==> config.mk <==
export PLATFORM = sky130hd
export DESIGN_NAME = cfg_mac_unit
export DESIGN_NICKNAME = d
export VERILOG_FILES = /design/src/rtl/mac_pkg.sv /design/src/rtl/mac_mode_decode.sv /design/src/rtl/mac_multiplier.sv /design/src/rtl/mac_adder.sv /design/src/rtl/mac_acc_reg.sv /design/src/rtl/cfg_mac_unit.sv
export SDC_FILE = /design/constraint.sdc
export NUM_CORES = 1
export LEC_CHECK = 0
export BUFFER_PORTS_ARGS = -buffer_cell sky130_fd_sc_hd__buf_2
export CAP_MARGIN = 5
export CORE_MARGIN = 2
export CORE_UTILIZATION = 50
export DETAILED_ROUTE_END_ITERATION = 8
export PLACE_DENSITY_LB_ADDON = 0.25
export RECOVER_POWER = 100
export SYNTH_ARGS = -nofsm -noshare
export SYNTH_HDL_FRONTEND = slang
export SYNTH_SLANG_ARGS = --single-unit
export TNS_END_PERCENT = 100
==> constraint.sdc <==
create_clock -name clk -period 15.2 [get_ports clk]
set_input_delay 2.28 -clock clk [delete_from_list [all_inputs] [get_ports clk]]
set_output_delay 2.28 -clock clk [all_outputs]
set_load 0.1 [all_outputs]
==> src/rtl/mac_pkg.sv <==
package mac_pkg;

    localparam int OPND_W = 8;
    localparam int WORD_W = 16;

    typedef enum logic [2:0] {
        OP_MUL    = 3'b000,
        OP_ADD    = 3'b001,
        OP_MULADD = 3'b010,
        OP_MULREG = 3'b011,
        OP_ADDREG = 3'b100,
        OP_MAC    = 3'b101,
        OP_HOLD   = 3'b110,
        OP_CLEAR  = 3'b111
    } op_e;

    // left adder input source
    typedef enum logic [1:0] {
        XS_ZERO,
        XS_PROD,
        XS_CASC
    } xsel_e;

    // right adder input source
    typedef enum logic [1:0] {
        YS_ZERO,
        YS_ADDEND,
        YS_REG
    } ysel_e;

    typedef enum logic [1:0] {
        RA_KEEP,
        RA_LOAD,
        RA_CLEAR
    } ract_e;

    typedef struct packed {
        xsel_e x_sel;
        ysel_e y_sel;
        ract_e r_act;
    } ctrl_t;

    function automatic ctrl_t decode_op(input op_e code);
        ctrl_t c;
        c = '{x_sel: XS_ZERO, y_sel: YS_ZERO, r_act: RA_KEEP};
        case (code)
            OP_MUL:    c = '{x_sel: XS_PROD, y_sel: YS_ZERO,   r_act: RA_KEEP};
            OP_ADD:    c = '{x_sel: XS_CASC, y_sel: YS_ADDEND, r_act: RA_KEEP};
            OP_MULADD: c = '{x_sel: XS_PROD, y_sel: YS_ADDEND, r_act: RA_KEEP};
            OP_MULREG: c = '{x_sel: XS_PROD, y_sel: YS_ZERO,   r_act: RA_LOAD};
            OP_ADDREG: c = '{x_sel: XS_CASC, y_sel: YS_ADDEND, r_act: RA_LOAD};
            OP_MAC:    c = '{x_sel: XS_PROD, y_sel: YS_REG,    r_act: RA_LOAD};
            OP_HOLD:   c = '{x_sel: XS_ZERO, y_sel: YS_REG,    r_act: RA_KEEP};
            OP_CLEAR:  c = '{x_sel: XS_ZERO, y_sel: YS_ZERO,   r_act: RA_CLEAR};
            default:   c = '{x_sel: XS_ZERO, y_sel: YS_ZERO,   r_act: RA_KEEP};
        endcase
        return c;
    endfunction

endpackage

==> src/rtl/mac_mode_decode.sv <==
module mac_mode_decode
    import mac_pkg::*;
(
    input  logic [2:0] op,
    output ctrl_t      ctrl
);
    always_comb begin
        ctrl = decode_op(op_e'(op));
    end
endmodule

==> src/rtl/mac_multiplier.sv <==
module mac_multiplier #(
    parameter int A_W = 8,
    parameter int B_W = 8,
    parameter int OUT_W = 16
) (
    input  logic [A_W-1:0]   a,
    input  logic [B_W-1:0]   b,
    output logic [OUT_W-1:0] prod
);
    localparam int P_W = A_W + B_W;

    logic [P_W-1:0] a_ext;
    logic [P_W-1:0] b_ext;
    logic [P_W-1:0] full;

    // widen both operands by their sign, so the low P_W bits are the signed product
    assign a_ext = {{B_W{a[A_W-1]}}, a};
    assign b_ext = {{A_W{b[B_W-1]}}, b};
    assign full  = a_ext * b_ext;

    generate
        if (OUT_W > P_W) begin : g_widen
            assign prod = {{(OUT_W-P_W){full[P_W-1]}}, full};
        end else begin : g_fit
            assign prod = full[OUT_W-1:0];
        end
    endgenerate
endmodule

==> src/rtl/mac_adder.sv <==
module mac_adder
    import mac_pkg::*;
#(
    parameter int W = 16
) (
    input  ctrl_t        ctrl,
    input  logic [W-1:0] prod,
    input  logic [W-1:0] casc,
    input  logic [W-1:0] addend,
    input  logic [W-1:0] acc,
    output logic [W-1:0] sum
);
    logic [W-1:0] x_op;
    logic [W-1:0] y_op;

    always_comb begin
        case (ctrl.x_sel)
            XS_PROD: x_op = prod;
            XS_CASC: x_op = casc;
            default: x_op = '0;
        endcase
        case (ctrl.y_sel)
            YS_ADDEND: y_op = addend;
            YS_REG:    y_op = acc;
            default:   y_op = '0;
        endcase
    end

    // modulo 2^W, carry out discarded
    assign sum = x_op + y_op;
endmodule

==> src/rtl/mac_acc_reg.sv <==
module mac_acc_reg
    import mac_pkg::*;
#(
    parameter int W = 16
) (
    input  logic         clk,
    input  logic         rst,
    input  logic         ce,
    input  ract_e        act,
    input  logic [W-1:0] d,
    output logic [W-1:0] q
);
    always_ff @(posedge clk) begin
        if (rst) begin
            q <= '0;
        end else if (ce) begin
            case (act)
                RA_LOAD:  q <= d;
                RA_CLEAR: q <= '0;
                default:  q <= q;
            endcase
        end
    end
endmodule

==> src/rtl/cfg_mac_unit.sv <==
module cfg_mac_unit
    import mac_pkg::*;
#(
    parameter int A_W = OPND_W,
    parameter int B_W = OPND_W,
    parameter int W   = WORD_W
) (
    input  logic         clk,
    input  logic         rst,
    input  logic         ce,
    input  logic [2:0]   op,
    input  logic [A_W-1:0] a_in,
    input  logic [B_W-1:0] b_in,
    input  logic [W-1:0] addend,
    input  logic [W-1:0] cascade_in,
    output logic [W-1:0] result,
    output logic [W-1:0] reg_out
);
    ctrl_t        ctrl;
    logic [W-1:0] prod;
    logic [W-1:0] sum;
    logic [W-1:0] acc_q;

    mac_mode_decode u_dec (
        .op   (op),
        .ctrl (ctrl)
    );

    mac_multiplier #(.A_W(A_W), .B_W(B_W), .OUT_W(W)) u_mul (
        .a    (a_in),
        .b    (b_in),
        .prod (prod)
    );

    mac_adder #(.W(W)) u_add (
        .ctrl   (ctrl),
        .prod   (prod),
        .casc   (cascade_in),
        .addend (addend),
        .acc    (acc_q),
        .sum    (sum)
    );

    mac_acc_reg #(.W(W)) u_reg (
        .clk (clk),
        .rst (rst),
        .ce  (ce),
        .act (ctrl.r_act),
        .d   (sum),
        .q   (acc_q)
    );

    assign result  = sum;
    assign reg_out = acc_q;
endmodule

==> results of run 1 <==
## cells in the final DEF (no fill, tap or decap), types with 2 or more instances in the layout
master,synthesis,routed
nand3_1,10,10
buf_2,2,51
nor3_1,4,5
fa_1,56,56
nor2_1,56,56
a32oi_1,5,5
or2_2,3,3
xor2_1,7,7
a31oi_1,3,3
mux2_2,2,2
o211ai_1,3,3
o21bai_1,3,3
or3_1,6,6
o21a_1,7,7
and2_1,45,43
nand2_1,30,30
a21oi_1,19,19
a22o_1,2,2
dfxtp_1,16,16
and2_0,0,2
xnor2_1,18,18
o21ai_1,3,3
nand2b_1,3,3
a22oi_1,34,34
nand4_1,2,2
nor2b_1,7,7
inv_1,95,95
o21ai_0,7,7
ha_1,52,52
clkbuf_8,0,4
clkbuf_1,11,34
a21o_1,8,8
## power breakdown
group,switching (mW),total (mW),leakage [nW],internal [mW]
clock network,0.0158,0.0388,0.0288,0.0230
logic,0.419,0.627,2.29,0.208
registers,0.00302,0.0490,0.129,0.0460
total,0.438,0.715,2.45,0.277
## Yosys cell counts, types with 2 or more instances
master    count  share of area (%)
nand2b_1      3               0.43
a32oi_1       5                1.0
xnor2_1      18                3.6
nor3_1        4               0.46
clkbuf_1     11               0.94
a22o_1        2               0.40
nand3_1      10                1.1
fa_1         56                 26
nand4_1       2               0.29
ha_1         52                 15
o21ai_0       7               0.80
a21oi_1      19                2.2
nor3_2        2               0.46
o211ai_1      3               0.51
nor2_1       56                4.8
or2_2         3               0.43
buf_2         2               0.23
a22oi_1      34                5.8
nor2b_1       7                1.0
xor2_1        7                1.4
mux2_2        2               0.51
a31oi_1       3               0.43
and2_1       45                6.4
nand2_1      30                2.6
o21bai_1      3               0.51
inv_1        95                8.1
o21a_1        7                1.2
dfxtp_1      16                7.3
or3_1         6               0.86
o21ai_1       3               0.34
a21o_1        8                1.4
## cell type report
cell class	instances	area, um^2
fill	834	3710
multi-input combinational	413	3620
timing repair buffer	86	390
inverter	95	357
sequential	16	320
tap	108	135
clock buffer	4	55.1
## metal layers
layer,up-vias,share of wire [%]
met2,92,53
met4,0,0.93
met3,10,4.1
met1,1944,42
met5,-,0
li1,1924,-
## worst reg2reg max path, stage by stage, from the launching register on
cell       delay (ps)
dfxtp_1           360
a22oi_1            90
or2_2             340
inv_1              70
ha_1              220
a21oi_1           180
a2bb2oi_1         400
nand4_1           260
a21o_1            250
a311oi_1          280
nand2_1            80
o211ai_1           90
## cells by family (layout without fill, tap and decap cells)
group           after synthesis  after routing
mux                           2              2
flops                        16             16
xor+xnor                     25             25
compound gates              106            106
buf+inv                     109            185
fa+ha+maj                   108            108
simple gates                172            172
## worst paths after layout
check              from     endpoint  slack (ps)  cells past startpoint
max             b_in[0]   result[15]        4480                     26
min          u_reg.q[9]   u_reg.q[9]         480                      2
max reg2reg  u_reg.q[1]  u_reg.q[15]       12500                     11
min reg2reg  u_reg.q[9]   u_reg.q[9]         480                      2
## per-stage QoR
| stage | hold WS [ps] | setup WS, ps | util (%) | cells |
|---|---|---|---|---|
| detailed placement | 467 | 4980 | 56.9 | 718 |
| global placement | 451 | 5130 | 56.9 | 718 |
| floorplan | 893 | 4500 | - | 538 |
| CTS | 477 | 4960 | 57.6 | 722 |
| global route | 506 | 4000 | 56.8 | 722 |
| finish | 479 | 4480 | 56.8 | 722 |
==> results by group, run 1 <==
Setup path
  • Crit start category: primary input
  • Critical Path AT: 8440 ps
  • CP peak stage delay: 870 ps
  • Worst Setup End Kind: output pin
  • Crit-path max FO: 8
  • CP max-delay cell: clkbuf_1
  • CP top delay family: adder cells
  • Worst Path Required: ~13000 ps
  • Crit Path Class: primary input to output pin
  • WP buf/inv: 6

Logic synthesis
  • Sequential-to-total area share from yosys stat: approximately 7.3%
  • Area share of xor/xnor cells in the synthesized design: under 10%
  • Async SR Flop Fraction: 0%
  • Post-synthesis mux area share: less than 1%
  • Primary FF master, synth: dfxtp_1
  • Main combinational cell family by area after synthesis: adder cells
  • Avg Cell Area, Syn: between 8 and 9 um^2
  • Synth Area in Simple Gates: a little under 20%
  • Compound-Gate Fraction of Synth Area: roughly 18%
  • Synth Cell Area: 0.00438 mm^2
  • Post-Synth Adder-Cell Area: about two fifths
  • Synthesized flop and latch total: 16
  • Distinct cells, synth: 48
  • Post-synth EDFFs: 0
  • Yosys warns: 0
  • Mapped Cells: around 540
  • Mapped Nets: 700

STA
  • FMAX: slightly above 0.09 GHz
  • Final Hold Vio Count: 0
  • Worst Max-Slew Pin Slew: between 1000 and 1500 ps
  • Max-slew headroom: around a fifth
  • Setup-failing EPs final: 0
  • Unrepaired setup endpoints after global routing: no
  • Final Cycle Share: 70.5%
  • Setup TNS: 0 ps
  • Slew Limit Fails: 0
  • Minimum clock period: around 11000 ps
  • Layout Skew: between 3 and 4 ps

Clock network
  • Worst skew pair latency: ~250 ps
  • CTS Hold Bufs: 0
  • CTS clk-pin slew, worst paths: about 70 ps
  • # resized after CTS: 0
  • CTS tree: yes
  • Max Buffers Root-to-Sink: 2
  • CTS Root Buffer Type: clkbuf_8
  • CTS buffer count: 3
  • H-Tree Depth: 1
  • Number of clock sinks: 16
  • Post-CTS setup buffers: 0

GRT
  • Largest net degree at the start of global routing: 19
  • Busiest grt layer: met2
  • GR Layer Usage met2: a little over two fifths
  • First-pass GRT wire length: about 18000 um
  • Overflow after GRT: 0
  • Initial antenna violation count: 0
  • Met1 usage: a little under 30%
  • Total Routing Usage GR: 23.1%
  • Met3 GRT Util: between 2 and 2.5%
  • Number of global-route vias before repair: 4158

Final layout
  • Share of post-route cells with drive strength above 1: 10.7%
  • Largest register FFs: 16
  • Ant diodes: 0
  • Top reg by flops: u_reg.q
  • Final instance area: a little under 0.005 mm^2
  • Area grow syn2layout: 11.5%
  • Leading registers by flop count: u_reg.q: 16 flops
  • Fin nets: between 700 and 800

Placement
  • Post-DP Area: 0.00489 mm^2
  • Number of port buffers: between 80 and 90
  • Final weighted congestion of routability-driven global placement: 0.858
  • DP HPWL: 8770 um

Drt
  • Final antenna-violating net count: 0
  • WL/cell: roughly 14 um
  • Drt initial violations: approximately 150
  • Final WL: 10300 um
  • Vias: 3970
  • DR DRC count: 0
  • Vias per inst: approximately 5.5
  • Detailed Routing Iterations Pass 1: 6

Power and ir drop
  • PwrDens: about 150 mW/mm^2
  • Worst VDD drop: around 110 uV
  • Total power: slightly above 700 uW
  • P_leak: around 2.4 nW

Floorplan
  • FP Rows: 34
  • Core ar.: between 0.008 and 0.009 mm^2
  • Initial Utilization: about 51%
  • Die height: 97.6 um
  • Die footprint: around 0.0095 mm^2
  • Die X: between 90 and 100 um
  • I/O pin count: 86

Run status
  • Status: finished clean

Run
  • Max Cap Violations: 0

Worst hold path
  • Hold Path Class: flop to flop
No activity file was read; power rests on OpenSTA's default activity.
==> run 2: changes to the inputs <==
--- a/config.mk
+++ b/config.mk
@@ -5,6 +5,7 @@
 export SDC_FILE = /design/constraint.sdc
 export NUM_CORES = 1
 export LEC_CHECK = 0
+export ABC_AREA = 1
 export BUFFER_PORTS_ARGS = -buffer_cell sky130_fd_sc_hd__buf_2
 export CAP_MARGIN = 5
 export CORE_MARGIN = 2
==> constraint.sdc (replaced) <==
create_clock -name clk -period 9.6 [get_ports clk]
set_input_delay 1.44 -clock clk [delete_from_list [all_inputs] [get_ports clk]]
set_output_delay 1.44 -clock clk [all_outputs]
set_load 0.1 [all_outputs]
==> run 2 against run 1 <==
Sequential share of layout area shrank 0.26 points; clock skew down 0.61 ps; first-iteration DRC count is 54% higher; worst setup slack lost 3600 ps; utilization shrank 0.97 points; count of clock-buffer cells in the layout unchanged; largest cell class unchanged; highest routed layer unchanged.
==> results by group, run 2 <==
Placement
  • Final weighted congestion of routability-driven global placement: 0.951 (+11%)
  • Post-placement cell count: 870 (+21%)
  • Number of port buffers: 85 (unchanged)
  • Pre-CTS setup slack: 1140 ps (-3840 ps)
  • DP HPWL: 9780 um (+12%)

Setup path
  • Reg2reg start: u_reg.q[1]
  • Worst Path Required: 8160 ps (-4760 ps)
  • CP max-delay cell: clkbuf_1
  • Crit Path Class: primary input to output pin
  • Crit-path max FO: 8 (unchanged)
  • Reg2reg end: u_reg.q[11]
  • Worst Setup SP: b_in[0]
  • Worst Setup EP: result[12]
  • Crit start category: primary input
  • Critical path's most frequent cell: inv_1
  • Critical Path AT: 7330 ps (-1110 ps)
  • CP peak stage delay: 900 ps (+30 ps)
  • Worst-case reg-to-reg path depth: 17 (+6)
  • FF-to-FF setup slack: 7060 ps (-5440 ps)
  • Worst Setup End Kind: output pin

Final layout
  • Most frequent cells in the layout: nand2_1 (211), inv_1 (159), a21oi_1 (73)
  • Fin nets: 926 (+19%)
  • Ant diodes: 0 (unchanged)
  • Share of post-route cells with drive strength above 1: 8.91% (-1.8 points)
  • Most common cell after layout, fill and taps aside: nand2_1
  • Finished Layout Cells: 874 (+21%)
  • Area grow syn2layout: 9.78%
  • Top reg by flops: u_reg.q
  • Leading registers by flop count: u_reg.q: 16 flops
  • Largest register FFs: 16 (unchanged)

Clock network
  • # resized after CTS: 0 (unchanged)
  • Number of clock sinks: 16 (unchanged)
  • Max Buffers Root-to-Sink: 2 (unchanged)
  • Worst skew pair latency: 260 ps (about the same)
  • CTS buffer count: 3 (unchanged)
  • Post-CTS setup buffers: 0 (unchanged)
  • CTS Hold Bufs: 0 (unchanged)
  • H-Tree Depth: 1 (unchanged)
  • CTS clk-pin slew, worst paths: 70 ps (about the same)
  • CTS Root Buffer Type: clkbuf_8
  • CTS tree: yes

GRT
  • Overflow after GRT: 0 (unchanged)
  • Largest net degree at the start of global routing: 18 (-1)
  • Number of global-route vias before repair: 4409 (+6.0%)
  • First-pass GRT wire length: 20100 um (+9.3%)
  • Total Routing Usage GR: 24.4% (+1.3 points)
  • Initial antenna violation count: 0 (unchanged)

Drt
  • Drt initial violations: 235 (+54%)
  • DR DRC count: 0 (unchanged)
  • Final antenna-violating net count: 0 (unchanged)
  • WL/cell: 13.1 um (-8.6%)
  • Vias: 4471 (+13%)
  • Final WL: 11400 um (+11%)
  • Detailed Routing Iterations Pass 1: 5 (-1)
  • Vias per inst: 5.12 (-7.0%)

Logic synthesis
  • Top cells by count, synth: nand2_1 (210), inv_1 (159), a21oi_1 (73), fa_1 (56), ha_1 (52)
  • Synth top area cells: fa_1 (24%), nand2_1 (17%), ha_1 (14%), inv_1 (13%), a21oi_1 (7.9%)
  • Avg Cell Area, Syn: 6.58 um^2 (-19%)
  • Post-synth EDFFs: 0 (unchanged)
  • Mapped Nets: 866 (+24%)
  • Primary FF master, synth: dfxtp_1
  • Cell taking the most area after synthesis: fa_1
  • Synthesized flop and latch total: 16 (unchanged)
  • Count leader, synth: nand2_1
  • Sequential-to-total area share from yosys stat: 6.92% (-0.40 points)
  • Distinct cells, synth: 33 (-31%)
  • Top cell type's share of synthesized area: 24.2% (-1.4 points)
  • Synth Cell Area: 0.00463 mm^2 (+5.8%)
  • Mapped Cells: 704 (+31%)
  • Async SR Flop Fraction: 0% (unchanged)
  • Yosys warns: 0 (unchanged)

STA
  • Setup TNS: 0 ps (unchanged)
  • Hold Slack: 482 ps (+3.38 ps)
  • PnR worst setup slack: 833 ps (-3640 ps)
  • Unrepaired setup endpoints after global routing: no
  • Final Hold Vio Count: 0 (unchanged)
  • Final Cycle Share: between 90 and 100%
  • FMAX: approximately 0.11 GHz
  • Setup-failing EPs final: 0 (unchanged)
  • Worst Max-Slew Pin Slew: 1180 ps (-14.8 ps)
  • Max-slew headroom: 21.7% (+0.98 points)
  • Layout Skew: 2.40 ps (-0.613 ps)
  • Slew Limit Fails: 0 (unchanged)
  • Minimum clock period: 8770 ps

Floorplan
  • I/O pin count: 86 (unchanged)
  • Die footprint: 0.0100 mm^2 (+5.5%)
  • Die X: 100 um (+2.7%)
  • Core ar.: 0.00911 mm^2 (+6.0%)
  • Initial Utilization: 50.8% (-0.11 points)
  • Die height: 100 um (+2.7%)
  • FP Rows: 35 (+2.9%)

Power and ir drop
  • P_leak: 2.94 nW (+20%)
  • Worst VDD drop: 222 uV (+100%)
  • PwrDens: 226 mW/mm^2 (+54%)

Run status
  • Status: finished clean

Run
  • Max Cap Violations: 0 (unchanged)

Worst hold path
  • Hold Path Class: flop to flop
run 2: cell types whose count changed after synthesis, sizes merged, moves of 12 or more:
cell    previous run  this run
nand2             31       213
inv               95       159
a21oi             19        73
and2              45         3
nor2              56        21
a22oi             34         0
clkbuf            11        26
nand3             10        25
xnor2             18         6
run 2: worst min path at each step:
stage / start / endpoint / slack [ps] / cells past startpoint
global placement: u_reg.q[14] / u_reg.q[14] / 470 / 2
floorplan: u_reg.q[0] / u_reg.q[0] / 920 / 2
CTS: u_reg.q[12] / u_reg.q[12] / 480 / 2
global route: u_reg.q[0] / u_reg.q[0] / 510 / 2
detailed placement: u_reg.q[12] / u_reg.q[12] / 470 / 2
finish: u_reg.q[12] / u_reg.q[12] / 480 / 2
run 2: cell families (layout without fill, tap and decap cells):
group	count (synthesis)	in the layout	synth area share (%)
simple gates	268	268	23.2
buf+inv	189	248	15.4
fa+ha+maj	108	108	38.3
compound gates	103	103	12.4
xor+xnor	20	20	3.78
flops	16	16	6.92
run 2: final cells by class:
| class | count | area (um^2) |
|---|---|---|
| Inverter | 159 | 597 |
| Fill cell | 932 | 4030 |
| Multi-Input combinational cell | 499 | 3590 |
| Tap cell | 111 | 139 |
| Timing Repair Buffer | 85 | 387 |
| Clock buffer | 4 | 55.1 |
| Sequential cell | 16 | 320 |
run 2: report_power, final:
group,total (mW),switching (mW),internal (mW)
registers,0.0785,0.00515,0.0734
logic,1.00,0.721,0.284
clock network,0.0638,0.0273,0.0365
run 2: through the flow:
step | utilization [%] | cell area (um^2) | total power, mW
final | 55.8 | 5080 | 1.15
after CTS | 56.4 | 5130 | 1.16
after detailed placement | 55.8 | 5080 | 1.09
after global routing | 55.8 | 5080 | 1.28
after floorplan | - | 4630 | 0.904
after global placement | 55.8 | 5080 | 1.08
run 2: layer usage:
layer | track usage, % | part of all wire [%] | up-vias
li1 | - | - | 2246
met1 | 33.5 | 45 | 2071
met2 | 43.0 | 49 | 146
met3 | 2.02 | 5.8 | 8
met4 | 3.37 | 0.71 | 0
met5 | 0 | 0 | -
run 2: worst max-delay path: cells and delay by family:
family,cells,cell delay (ps)
XOR/XNOR,1,240
buffers and inverters,7,1640
AND/OR/NAND/NOR,4,370
AO/OA/AOI/OAI,8,1260
adder cells (fa/ha/maj),6,2360
==> run 3: changes to the inputs <==
--- a/config.mk
+++ b/config.mk
@@ -5,7 +5,6 @@
 export SDC_FILE = /design/constraint.sdc
 export NUM_CORES = 1
 export LEC_CHECK = 0
-export ABC_AREA = 1
 export BUFFER_PORTS_ARGS = -buffer_cell sky130_fd_sc_hd__buf_2
 export CAP_MARGIN = 5
 export CORE_MARGIN = 2
==> run 3 against run 2 <==
Critical path type unchanged; worst setup slack worse by 150 ps; sequential power shrank 1%; final area decreased by 4.2%; fmax decreased by 1.6%; count of clock-buffer cells in the layout decreased by 1; worst hold slack lost 4.0 ps; combinational power about the same; die area decreased by 5.2%; clock skew is essentially flat; cell count is 18% lower; via count fell by 12%.
==> results by group, run 3 (same netlist as run 1, synthesis figures left out) <==
Setup path
  • Worst Setup SP: b_in[0]
  • Worst Setup End Kind: output pin
  • Crit-path max FO: 8 (unchanged)
  • Worst-case reg-to-reg path depth: 11 (-6)
  • Worst Path Required: 8160 ps (about the same)
  • Reg2reg end: u_reg.q[15]
  • Critical Path AT: 7470 ps (+140 ps)
  • Reg2reg start: u_reg.q[1]
  • Worst Setup EP: result[13]
  • Crit Path Class: primary input to output pin
  • FF-to-FF setup slack: 6850 ps (-210 ps)
  • Crit start category: primary input

STA
  • Worst Max-Slew Pin Slew: 1200 ps (+24.4 ps)
  • Setup TNS: 0 ps (unchanged)
  • Unrepaired setup endpoints after global routing: no
  • Final Cycle Share: 92.8% (+1.5 points)
  • Final Hold Vio Count: 0 (unchanged)
  • Slew Limit Fails: 0 (unchanged)
  • Minimum clock period: 8910 ps (+146 ps)
  • Setup-failing EPs final: 0 (unchanged)
  • Layout Skew: 1.93 ps (-0.473 ps)
  • FMAX: 0.112 GHz (-1.6%)
  • Max-slew headroom: 20.1% (-1.6 points)

Power and ir drop
  • PwrDens: 230 mW/mm^2 (+2.1%)
  • Internal: 431 uW (+9.6%)
  • Sw Share: 61.5% (-4.2 points)
  • Worst VDD drop: 194 uV (-12%)
  • Comb power frac: 88.5% (+0.9 points)
  • P_leak: 2.45 nW (-17%)
  • Clock share of power: 4.5% (-1.1 points)
  • Net Switching: 690 uW (-8.4%)
  • Reg power frac: 6.9% (about the same)

Floorplan
  • Die height: 97.6 um (-2.7%)
  • Initial Utilization: 50.9% (+0.11 points)
  • FP Rows: 34 (-2.9%)
  • Die footprint: 0.00952 mm^2 (-5.2%)
  • I/O pin count: 86 (unchanged)
  • Die X: 97.6 um (-2.7%)
  • Core ar.: 0.00859 mm^2 (-5.7%)

Final layout
  • Most common cell after layout, fill and taps aside: inv_1
  • Fin nets: 777 (-16%)
  • Leading registers by flop count: u_reg.q: 16 flops
  • Most frequent cells in the layout: inv_1 (95), nor2_1 (56), fa_1 (56)
  • Largest register FFs: 16 (unchanged)
  • Final core occ: 56.7% (+0.84 points)
  • Ant diodes: 0 (unchanged)
  • Share of post-route cells with drive strength above 1: 10.9% (+2.0 points)
  • Final instance area: 0.00487 mm^2 (-4.2%)
  • Top reg by flops: u_reg.q
  • Area grow syn2layout: 11.2%

Clock network
  • CTS Hold Bufs: 0 (unchanged)
  • Max Buffers Root-to-Sink: 2 (unchanged)
  • CTS buffer count: 3 (unchanged)
  • Post-CTS setup buffers: 0 (unchanged)
  • CTS clk-pin slew, worst paths: 60 ps (about the same)
  • CTS Root Buffer Type: clkbuf_8
  • CTS tree: yes
  • H-Tree Depth: 1 (unchanged)
  • # resized after CTS: 0 (unchanged)
  • Number of clock sinks: 16 (unchanged)
  • Worst skew pair latency: 250 ps (about the same)

Run status
  • Status: finished clean

Drt
  • DR DRC count: 0 (unchanged)
  • Final antenna-violating net count: 0 (unchanged)
  • WL/cell: 14.2 um (+8.8%)
  • Drt initial violations: 164 (-30%)
  • Vias per inst: 5.44 (+6.4%)
  • Final WL: 10200 um (-10%)
  • Detailed Routing Iterations Pass 1: 4 (-1)
  • Vias: 3923 (-12%)

GRT
  • Overflow after GRT: 0 (unchanged)
  • First-pass GRT wire length: 18500 um (-7.8%)
  • Initial antenna violation count: 0 (unchanged)
  • Number of global-route vias before repair: 4178 (-5.2%)
  • Total Routing Usage GR: 23.1% (-1.3 points)
  • Largest net degree at the start of global routing: 19 (+1)

Placement
  • Final weighted congestion of routability-driven global placement: 0.858 (-9.8%)
  • Post-DP Area: 0.00489 mm^2 (-3.7%)
  • Number of port buffers: 85 (unchanged)
  • DP HPWL: 8750 um (-11%)

Worst hold path
  • Hold Path Class: flop to flop

Run
  • Max Cap Violations: 0 (unchanged)
run 3: changes by cell type in the layout (fill, tap and decap cells not counted), moves of 9 or more:
cell     change
inv_1       -64
xnor2_1     +12
nand3_1     -14
nor2_1      +35
a21oi_1     -54
and2_1      +41
o21ai_0      -9
nand2_1    -181
a22oi_1     +34
run 3: worst min path at each step:
stage / cells after the start / endpoint / slack, ps / from
floorplan: 2 / u_reg.q[9] / 890 / u_reg.q[9]
global placement: 2 / u_reg.q[9] / 450 / u_reg.q[9]
detailed placement: 2 / u_reg.q[9] / 470 / u_reg.q[9]
CTS: 2 / u_reg.q[9] / 480 / u_reg.q[9]
global route: 2 / u_reg.q[9] / 510 / u_reg.q[9]
finish: 2 / u_reg.q[9] / 480 / u_reg.q[9]
run 3: power groups by stage:
| stage | combinational [mW] | sequential, mW | clock, mW |
|---|---|---|---|
| after floorplan | 0.798 | 0.124 | 0 |
| after global placement | 0.992 | 0.0784 | 0 |
| after detailed placement | 1.01 | 0.0788 | 0 |
| after CTS | 1.01 | 0.0774 | 0.0512 |
| after global routing | 1.11 | 0.0786 | 0.0548 |
| final | 0.993 | 0.0777 | 0.0507 |
run 3: final cells by class:
class,count,area [um^2]
Fill cell,855,3720
Tap cell,108,135
Clock buffer,3,41.3
Timing Repair Buffer,86,393
Inverter,95,357
Sequential cell,16,320
Multi-Input combinational cell,413,3620
run 3: worst max-delay path: stages:
cell and delay, ps:
clkbuf_1 170, and2_0 240, fa_1 480, inv_1 50, fa_1 490, inv_1 60
fa_1 550, inv_1 50, fa_1 470, inv_1 40, ha_1 330, nand3_1 90
nor2_1 220, nor2_1 100, xnor2_1 130, a22oi_1 130, nor2_1 70, ha_1 360
o2111ai_1 230, a32oi_1 430, a31oi_1 180, xnor2_1 280, clkbuf_1 890
run 3: per-stage QoR:
step / worst slack, ps / instances / power (mW) / hold WS [ps]
5_1_grt: 326 / 721 / 1.25 / 506
3_3_place_gp: 1210 / 718 / 1.07 / 451
6_report: 687 / 721 / 1.12 / 478
3_5_place_dp: 1070 / 718 / 1.09 / 466
2_1_floorplan: 577 / 538 / 0.922 / 893
4_1_cts: 1050 / 721 / 1.14 / 475
run 3: layer usage:
metal  GRT usage, %  up-vias  share of wire (%)
met2           42.2       85                 52
met1           29.6     1895                 43
met5              0        -                  0
met3           2.16       20                3.0
li1               -     1923                  -
met4           4.70        0                2.0
